$ cat config.mk
export PLATFORM = sky130hd
export DESIGN_NAME = dpot_i2c_slave
export DESIGN_NICKNAME = d
export VERILOG_FILES = /design/src/rtl/dpot_i2c_pkg.sv /design/src/rtl/dpot_i2c_line_filter.sv /design/src/rtl/dpot_i2c_cond_detect.sv /design/src/rtl/dpot_i2c_engine.sv /design/src/rtl/dpot_i2c_slave.sv
export SDC_FILE = /design/constraint.sdc
export NUM_CORES = 1
export LEC_CHECK = 0
export BUFFER_PORTS_ARGS = -buffer_cell sky130_fd_sc_hd__buf_2
export CAP_MARGIN = 10
export CORE_MARGIN = 10
export CORE_UTILIZATION = 58
export CTS_BUF_LIST = sky130_fd_sc_hd__clkbuf_16
export DETAILED_ROUTE_END_ITERATION = 16
export PLACE_DENSITY = 0.8
export SLEW_MARGIN = 10
export SYNTH_ARGS = -nofsm -noshare
export SYNTH_HDL_FRONTEND = slang
export SYNTH_HIERARCHICAL = 1
export SYNTH_SLANG_ARGS = --single-unit
$ cat constraint.sdc
create_clock -name clk -period 3.1 [get_ports clk]
set_input_delay 0.155 -clock clk [delete_from_list [all_inputs] [get_ports clk]]
set_output_delay 0.155 -clock clk [all_outputs]
set_load 0.01 [all_outputs]
$ cat src/rtl/dpot_i2c_pkg.sv
package dpot_i2c_pkg;
   localparam int BYTE_W = 8;

   typedef enum logic [3:0] {
      ST_IDLE,
      ST_ID,
      ST_ID_ACK,
      ST_ADDR,
      ST_ADDR_ACK,
      ST_DATA,
      ST_DATA_ACK,
      ST_TX,
      ST_TX_ACK
   } bus_state_t;
endpackage

$ cat src/rtl/dpot_i2c_line_filter.sv
module dpot_i2c_line_filter #(
   parameter int SYNC_STAGES = 2,
   parameter int FILT_LEN    = 3
) (
   input  logic clk,
   input  logic rst_n,
   input  logic raw,
   output logic clean
);
   generate
      if (SYNC_STAGES < 2) begin : g_bad_sync
         $error("SYNC_STAGES must be at least 2");
      end
      if (FILT_LEN < 1) begin : g_bad_filt
         $error("FILT_LEN must be at least 1");
      end
   endgenerate

   logic [SYNC_STAGES-1:0] sync_q;

   always_ff @(posedge clk or negedge rst_n) begin
      if (!rst_n) sync_q <= '1;
      else        sync_q <= {sync_q[SYNC_STAGES-2:0], raw};
   end

   generate
      if (FILT_LEN == 1) begin : g_nofilt
         assign clean = sync_q[SYNC_STAGES-1];
      end else begin : g_filt
         logic [FILT_LEN-1:0] hist_q;
         logic                out_q;
         always_ff @(posedge clk or negedge rst_n) begin
            if (!rst_n) begin
               hist_q <= '1;
               out_q  <= 1'b1;
            end else begin
               hist_q <= {hist_q[FILT_LEN-2:0], sync_q[SYNC_STAGES-1]};
               if (&hist_q)       out_q <= 1'b1;
               else if (~|hist_q) out_q <= 1'b0;
            end
         end
         assign clean = out_q;
      end
   endgenerate
endmodule

$ cat src/rtl/dpot_i2c_cond_detect.sv
module dpot_i2c_cond_detect (
   input  logic clk,
   input  logic rst_n,
   input  logic scl,
   input  logic sda,
   output logic scl_rise,
   output logic scl_fall,
   output logic start_det,
   output logic stop_det
);
   logic scl_q, sda_q;

   always_ff @(posedge clk or negedge rst_n) begin
      if (!rst_n) begin
         scl_q <= 1'b1;
         sda_q <= 1'b1;
      end else begin
         scl_q <= scl;
         sda_q <= sda;
      end
   end

   assign scl_rise  = scl & ~scl_q;
   assign scl_fall  = ~scl & scl_q;
   assign start_det = scl & scl_q & sda_q & ~sda;
   assign stop_det  = scl & scl_q & ~sda_q & sda;
endmodule

$ cat src/rtl/dpot_i2c_engine.sv
module dpot_i2c_engine
   import dpot_i2c_pkg::*;
#(
   parameter logic [4:0] ID_PREFIX = 5'b01010
) (
   input  logic              clk,
   input  logic              rst_n,
   input  logic              busy,
   input  logic [1:0]        strap,
   input  logic              scl_rise,
   input  logic              scl_fall,
   input  logic              start_det,
   input  logic              stop_det,
   input  logic              sda_bit,
   output logic              sda_oe,
   output logic              reg_wr,
   output logic              reg_rd,
   output logic [BYTE_W-1:0] reg_addr,
   output logic [BYTE_W-1:0] reg_wdata,
   input  logic [BYTE_W-1:0] reg_rdata
);
   localparam logic [3:0] FULL_BYTE = 4'(BYTE_W);
   localparam logic [3:0] LAST_TX   = 4'(BYTE_W - 1);

   bus_state_t        state;
   logic [3:0]        cnt;
   logic [BYTE_W-1:0] rx_sh, tx_sh;
   logic              rw_q, mack_q;

   always_ff @(posedge clk or negedge rst_n) begin
      if (!rst_n) begin
         state <= ST_IDLE; cnt <= '0; rx_sh <= '0; tx_sh <= '0;
         rw_q <= 1'b0; mack_q <= 1'b0; sda_oe <= 1'b0;
         reg_wr <= 1'b0; reg_rd <= 1'b0; reg_addr <= '0; reg_wdata <= '0;
      end else begin
         reg_wr <= 1'b0;
         reg_rd <= 1'b0;
         if (busy || stop_det) begin
            state  <= ST_IDLE;
            sda_oe <= 1'b0;
         end else if (start_det) begin
            state  <= ST_ID;
            cnt    <= '0;
            sda_oe <= 1'b0;
         end else begin
            unique case (state)
               ST_ID, ST_ADDR, ST_DATA: begin
                  if (scl_rise) begin
                     rx_sh <= {rx_sh[BYTE_W-2:0], sda_bit};
                     cnt   <= cnt + 4'd1;
                  end else if (scl_fall && cnt == FULL_BYTE) begin
                     cnt <= '0;
                     if (state == ST_ID) begin
                        if (rx_sh[BYTE_W-1:1] == {ID_PREFIX, strap}) begin
                           rw_q   <= rx_sh[0];
                           reg_rd <= rx_sh[0];
                           sda_oe <= 1'b1;
                           state  <= ST_ID_ACK;
                        end else begin
                           state <= ST_IDLE;
                        end
                     end else if (state == ST_ADDR) begin
                        reg_addr <= rx_sh;
                        sda_oe   <= 1'b1;
                        state    <= ST_ADDR_ACK;
                     end else begin
                        reg_wdata <= rx_sh;
                        reg_wr    <= 1'b1;
                        sda_oe    <= 1'b1;
                        state     <= ST_DATA_ACK;
                     end
                  end
               end
               ST_ID_ACK: if (scl_fall) begin
                  cnt <= '0;
                  if (rw_q) begin
                     tx_sh  <= reg_rdata;
                     sda_oe <= ~reg_rdata[BYTE_W-1];
                     state  <= ST_TX;
                  end else begin
                     sda_oe <= 1'b0;
                     state  <= ST_ADDR;
                  end
               end
               ST_ADDR_ACK: if (scl_fall) begin
                  sda_oe <= 1'b0;
                  state  <= ST_DATA;
               end
               ST_DATA_ACK: if (scl_fall) begin
                  sda_oe <= 1'b0;
                  state  <= ST_IDLE;
               end
               ST_TX: if (scl_fall) begin
                  if (cnt == LAST_TX) begin
                     cnt    <= '0;
                     sda_oe <= 1'b0;
                     state  <= ST_TX_ACK;
                  end else begin
                     tx_sh  <= tx_sh << 1;
                     sda_oe <= ~tx_sh[BYTE_W-2];
                     cnt    <= cnt + 4'd1;
                  end
               end
               ST_TX_ACK: begin
                  if (scl_rise) begin
                     mack_q <= ~sda_bit;
                     reg_rd <= ~sda_bit;
                  end else if (scl_fall) begin
                     if (mack_q) begin
                        tx_sh  <= reg_rdata;
                        sda_oe <= ~reg_rdata[BYTE_W-1];
                        state  <= ST_TX;
                     end else begin
                        state <= ST_IDLE;
                     end
                  end
               end
               default: ;
            endcase
         end
      end
   end
endmodule

$ cat src/rtl/dpot_i2c_slave.sv
module dpot_i2c_slave #(
   parameter int         SYNC_STAGES = 2,
   parameter int         FILT_LEN    = 3,
   parameter logic [4:0] ID_PREFIX   = 5'b01010
) (
   input  logic       clk,
   input  logic       rst_n,
   input  logic       scl_in,
   input  logic       sda_in,
   output logic       sda_oe,
   input  logic [1:0] strap,
   input  logic       busy,
   output logic       reg_wr,
   output logic       reg_rd,
   output logic [7:0] reg_addr,
   output logic [7:0] reg_wdata,
   input  logic [7:0] reg_rdata
);
   localparam int NLINES = 2;

   logic [NLINES-1:0] raw_lines, clean_lines;
   logic scl_rise, scl_fall, start_det, stop_det;

   assign raw_lines = {sda_in, scl_in};

   generate
      for (genvar i = 0; i < NLINES; i++) begin : g_line
         dpot_i2c_line_filter #(.SYNC_STAGES(SYNC_STAGES), .FILT_LEN(FILT_LEN)) u_filt (
            .clk(clk), .rst_n(rst_n), .raw(raw_lines[i]), .clean(clean_lines[i])
         );
      end
   endgenerate

   dpot_i2c_cond_detect u_cond (
      .clk(clk), .rst_n(rst_n), .scl(clean_lines[0]), .sda(clean_lines[1]),
      .scl_rise(scl_rise), .scl_fall(scl_fall),
      .start_det(start_det), .stop_det(stop_det)
   );

   dpot_i2c_engine #(.ID_PREFIX(ID_PREFIX)) u_eng (
      .clk(clk), .rst_n(rst_n), .busy(busy), .strap(strap),
      .scl_rise(scl_rise), .scl_fall(scl_fall),
      .start_det(start_det), .stop_det(stop_det), .sda_bit(clean_lines[1]),
      .sda_oe(sda_oe), .reg_wr(reg_wr), .reg_rd(reg_rd),
      .reg_addr(reg_addr), .reg_wdata(reg_wdata), .reg_rdata(reg_rdata)
   );
endmodule

# After elaboration in Yosys (flattened, before gate mapping)
# Index checks and enable logic that the tools add are counted.
# W data, S select, Z words.
[word_totals] reg_bits=58 latchBits=0 ramBits=0 romBits=0 elab_cells=159 n_memories=0
[classes] addsub=1 n_mul=0 n_div=0 order_cmp=0 eq_ne=35 n_shift=0 n_mux=65 bitwise_logic=18 reduce_logical=21
[ops] operator="$mux W4" count=17
[ops] operator="$mux W7" count=7
[ops] operator="$mux W1" count=32
[ops] operator="$ne A4 B2 Y1 const B" count=8
[ops] operator="$reduce_and A10 Y1" count=3
[ops] operator="$pmux W4 S6" count=1
[ops] operator="$pmux W7 S3" count=1
[ops] operator="$reduce_and A7 Y1" count=3
[ops] operator="$eq A4 B3 Y1 const B" count=5
[ops] operator="$ne A2 B1 Y1 const B" count=7
[ops] operator="$ne A4 B3 Y1 const B" count=3
[ops] operator="$pmux W4 S3" count=1
[ops] operator="$not A1 Y1" count=11
[ops] operator="$reduce_or A3 Y1" count=3
[ops] operator="$eq A4 B2 Y1 const B" count=2
[ops] operator="$eq A4 B4 Y1 const B" count=2
[ops] operator="$reduce_and A4 Y1" count=2
[ops] operator="$reduce_bool A8 Y1" count=1
[ops] operator="$and A1 B1 Y1" count=7
[ops] operator="$eq A7 B6 Y1" count=1
[ops] operator="$reduce_bool A7 Y1" count=1
[ops] operator="$mux W3" count=2
[ops] operator="$ne A3 B2 Y1 const B" count=2
[ops] operator="$reduce_and A3 Y1" count=2
[ops] operator="14 further kinds" count=16

# Logic depth before layout (Yosys ltp)
[depth] depth_word=8 ltp_mapped=7

# Hierarchy
# The synthesis kept the hierarchy.
[modules_own_cells] module="dpot_i2c_engine" instances=1 cells_each=205 area_per_inst_um2=2398.6 seq_area_each_um2=1101.1
[modules_own_cells] module="dpot_i2c_line_filter" instances=2 cells_each=10 area_per_inst_um2=176.4 seq_area_each_um2=157.7
[modules_own_cells] module="dpot_i2c_cond_detect" instances=1 cells_each=6 area_per_inst_um2=85.1 seq_area_each_um2=52.6

# Worst setup path before layout
# OpenSTA, ideal clock, no wires.
[synth_path] kind="register -> register" startpoint="reg g_line[1].u_filt.g_filt.out_q" endpoint="reg u_eng.tx_sh[1]" arrival_ps=2106 t_required_ps=2975 setup_slack_ps=869 stages_incl_launch_ff=8 n_path_buf=1 period_less_slack_ps=2231 path_cell_list="dfstp_2 -> and4b_1 -> buf_6 -> or3_4 -> a21o_1 -> nor2_4 -> nand4b_4 -> mux2_4"
[synth_between] elab_chain_len=4
[synth_lines] item="from (decl)" line="dpot_i2c_line_filter.sv:31" text="logic out_q;"
[synth_lines] item="from (signal assigned)" line="dpot_i2c_line_filter.sv:35" text="out_q <= 1'b1;"
[synth_lines] item="from (signal assigned)" line="dpot_i2c_line_filter.sv:38" text="if (&hist_q) out_q <= 1'b1;"
[synth_lines] item="from (signal assigned)" line="dpot_i2c_line_filter.sv:39" text="else if (~|hist_q) out_q <= 1'b0;"
[synth_lines] item="$not A1 Y1" line="dpot_i2c_cond_detect.sv:25" text="assign start_det = scl & scl_q & sda_q & ~sda;"
[synth_lines] item="$and A1 B1 Y1" line="dpot_i2c_cond_detect.sv:25"
[synth_lines] item="named net start_det" line="dpot_i2c_slave.sv:22" text="logic scl_rise, scl_fall, start_det, stop_det;"
[synth_lines] item="$not A1 Y1 (no source line)"
[synth_lines] item="$reduce_and A10 Y1 (no source line)"
[synth_lines] item="to (signal assigned)" line="dpot_i2c_engine.sv:77" text="tx_sh <= reg_rdata;"
[synth_lines] item="to (signal assigned)" line="dpot_i2c_engine.sv:99" text="tx_sh <= tx_sh << 1;"
[synth_lines] item="to (signal assigned)" line="dpot_i2c_engine.sv:110" text="tx_sh <= reg_rdata;"
[synth_lines] item="to (decl)" line="dpot_i2c_engine.sv:27" text="logic [BYTE_W-1:0] rx_sh, tx_sh;"
# The timed path passes the listed nets, and every way through them passes these cells.
# A chain may end at the register's enable or synchronous reset.

# Worst setup path in the final report
[layout_path] startpoint="reg g_line[1].u_filt.g_filt.out_q" endpoint="reg u_eng.reg_addr[0]"
[layout_between] elab_chain_len=4
[layout_lines] item="$not A1 Y1" line="dpot_i2c_cond_detect.sv:25"
[layout_lines] item="$and A1 B1 Y1" line="dpot_i2c_cond_detect.sv:25"
[layout_lines] item="named net start_det" line="dpot_i2c_slave.sv:22"
[layout_lines] item="$not A1 Y1 (no source line)"
[layout_lines] item="$reduce_and A7 Y1 (no source line)"
[layout_lines] item="to (signal assigned)" line="dpot_i2c_engine.sv:63" text="reg_addr <= rx_sh;"
[layout_lines] item="to (decl)" line="dpot_i2c_engine.sv:18" text="output logic [BYTE_W-1:0] reg_addr,"
# The timed path passes the listed nets, and every way through them passes these cells.

==> metrics.md <==
| Metric | Value |
|---|---|
| Status | complete, no violations |
| Max-slew violation count | 0 |
| Largest net degree at the start of global routing | 38 |
| Worst path cell trace | and4b_1 -> or3_4 -> nor3_4 -> nand2_2 -> mux2_1 |
| Slowest stage delay, CP | 0.58 ns |
| Peak VDD IR | 0.5449 mV |
| IO Count | 34 |
| I/O Buffers | 33 |
| Post-Synthesis Cell Area | 2836 µm² |
| N_diodes | 0 |
| Fin crit period | 2.408 ns |
| Root buffer cell | clkbuf_16 |
| Pwr dens | 737.6 nW/µm² |
| Die ar. | 8087 µm² |
| Clock slew at reported path FFs | 0.05 ns |
| Final wirelength | 5706 µm |
| Syn Inst Count | 231 |
| Top-area cell type share of the netlist area | 38.82% |
| Wire length per cell | 16.64 µm |
| Core Area | 4723 µm² |
| Worst hold start | reg_rdata[0] |
| Area delta synth->final | 17.51% |
| Slowest-stage cell, CP | dfstp_2 |
| CTS buffer count | 9 |
| Max_cap viols | 0 |
| Worst skew pair latency | 0.32 ns |
| Crit Path Max Fanout | 8 |
| Post-route cell area | 3333 µm² |
| Worst Setup SP | g_line[1].u_filt/clean |
| Arrival time of the worst setup path | 2.61 ns |
| Synth area leaders | dfrtp_1, dfstp_2, mux2_2 |
| Most frequent cells in the layout | dfrtp_1, buf_2, mux2_2, dfstp_2, inv_1 |
| Avg Cell Area, Syn | 12.28 µm² |
| Top_reg_cell synth | dfrtp_1 |
| Buf/Inv on CP | 0 |
| Post-Place Cell Area | 3045 µm² |
| Synthesis-stage register bit count | 58 |
| Vias | 1,951 |
| Fmax | 0.4153 GHz |
| Crit path kind | register to register |
| RSZ-0062 raised after global routing | false |
| Number of global-route vias before repair | 2,076 |
| Die W | 89.93 µm |
| Total gr overflow | 0 |
| Antenna violations before repair | 0 |
| Final period util | 77.67% |
| CTS tree | yes |
| Nets | 288 |
| Total track usage | 14.84% |
| Asr flop ratio synth | 100.0% |
| Initial Util | 60.05% |
| RR Startpoint | g_line[1].u_filt/clean |
| Seq/Total Area, Yosys | 51.79% |
| Post-cts sizing count | 0 |
| Final antenna-violating net count | 0 |
| Post-synth cell types | 59 |
| H-tree depth | 3 |
| Site Rows | 25 |
| Worst hold path type | input port to register |
| Initial DRC Count | 169 |
| Rel. slew slack | 46.78% |
| Critical path endpoint category | register |
| Detailed Place HPWL | 3945 µm |
| Yosys top cell by area | dfrtp_1 |
| Setup violators final | 0 |
| Pre-Repair DR Iteration Count | 4 |
| Startpoint Class | register |
| Clk buf depth | 2 |
| Clk_skew | 0.006179 ns |
| CP top delay family | simple AND/OR/NAND/NOR gates |
| YS warnings | 6 |
| Measured slew at the worst slew-check pin | 0.7982 ns |
| CTS Sinks | 58 |
| Commonest non-fill, non-tap cell in the layout | dfrtp_1 |
| Die Span Y | 89.93 µm |
| Final Wtd Congestion | 0.9777 |
| Syn_nets | 248 |
| First-pass GRT wire length | 9970 µm |
| Layout cell share with drive strength beyond 1 | 36.59% |
| CP required | 3.30 ns |
| Post-synth EDFFs | 0 |
| Via density | 5.688 |
| Final count of hold timing violations | 0 |
| Power consumption | 2.459 mW |
| Lkg Pwr | 1.696 nW |
| Setup TNS | 0 ns |
| Remaining routing DRC violations | 0 |
area by class of cell:
class | count | area, µm²
Clock buffer | 9 | 225.2
Clock inverter | 7 | 32.53
Fill cell | 318 | 1390
Inverter | 11 | 41.29
Multi-Input combinational cell | 153 | 1271
Sequential cell | 58 | 1469
Tap cell | 67 | 83.83
Timing Repair Buffer | 38 | 210.2
registers in the layout, summed over array words and instances (netlist names):
register and cells:
g_line.u_filt/clean 2, g_line.u_filt/g_filt.hist_q 6, g_line.u_filt/sync_q 4, u_cond/scl_q 1, u_cond/sda_q 1, u_eng/cnt 4, u_eng/mack_q 1, u_eng/reg_addr 8
u_eng/reg_rd 1, u_eng/reg_wdata 8, u_eng/reg_wr 1, u_eng/rw_q 1, u_eng/rx_sh 8, u_eng/sda_oe 1, u_eng/state 4, u_eng/tx_sh 7
cells in the mapped netlist (3+ instances only):
cell type,count
nor2_1,6
o21ai_1,9
buf_4,3
mux2_1,12
a31oi_1,3
nand2b_1,5
nand2_1,12
a21oi_1,6
nor2b_1,7
inv_1,10
mux2_2,21
o21ai_0,8
dfrtp_1,44
clkbuf_1,3
mux2_4,6
nand3_1,3
dfstp_2,14
nor3_1,6
timing repair:
item,in CTS,in global routing
setup buffers,0,0
endpoints found under the hold margin,24,0
hold buffers,3,0
layer usage:
metal / vias to the layer above / global-route usage, % / wire length, µm
li1: 929 / - / -
met1: 952 / 18.26 / 2507
met2: 64 / 23.67 / 2810
met3: 6 / 4.738 / 350
met4: 0 / 5.703 / 38
met5: - / 0 / 0
metrics by stage:
step / setup WS (ns) / hold slack (ns) / util [%] / instances
after global routing: 0.5468 / 0.1161 / 70.57 / 343
after floorplan: 0.8690 / -0.1406 / - / 231
final: 0.6923 / 0.08762 / 70.57 / 343
after CTS: 0.6713 / 0.07922 / 70.57 / 343
after global placement: 0.7332 / 0.2604 / 64.48 / 324
after detailed placement: 0.6902 / 0.2615 / 64.48 / 324
worst paths after layout:
kind,endpoint,slack [ns],cells after the start
max in group asynchronous,u_eng/tx_sh[6],1.85,3
min reg2reg,g_line[1].u_filt/g_filt.hist_q[0],0.35,0
min,u_eng/tx_sh[0],0.09,3
max,u_eng/reg_addr[0],0.69,5
min in group asynchronous,u_eng/reg_addr[1],0.47,2
max reg2reg,u_eng/reg_addr[0],0.69,5
tightest hold or removal path: stages:
cell     delay, ns
buf_2         0.10
nand2_1       0.05
mux2i_1       0.05
cells by family (layout without fill, tap and decap cells):
kind of cell | after synthesis | in the layout | synth area share [%]
flip-flops | 58 | 58 | 51.79
XOR/XNOR | 2 | 2 | 0.6177
AO/OA/AOI/OAI | 42 | 42 | 9.484
multiplexers | 41 | 41 | 16.98
AND/OR/NAND/NOR | 66 | 66 | 16.85
buffers and inverters | 20 | 65 | 3.396
adder cells (fa/ha/maj) | 2 | 2 | 0.8821
power by group:
group	internal [mW]	switching, mW	total (mW)
clock	0.524	0.316	0.839
sequential	0.879	0.162	1.04
combinational	0.282	0.297	0.579
total	1.68	0.775	2.46
(Power assumes the default switching activity.)
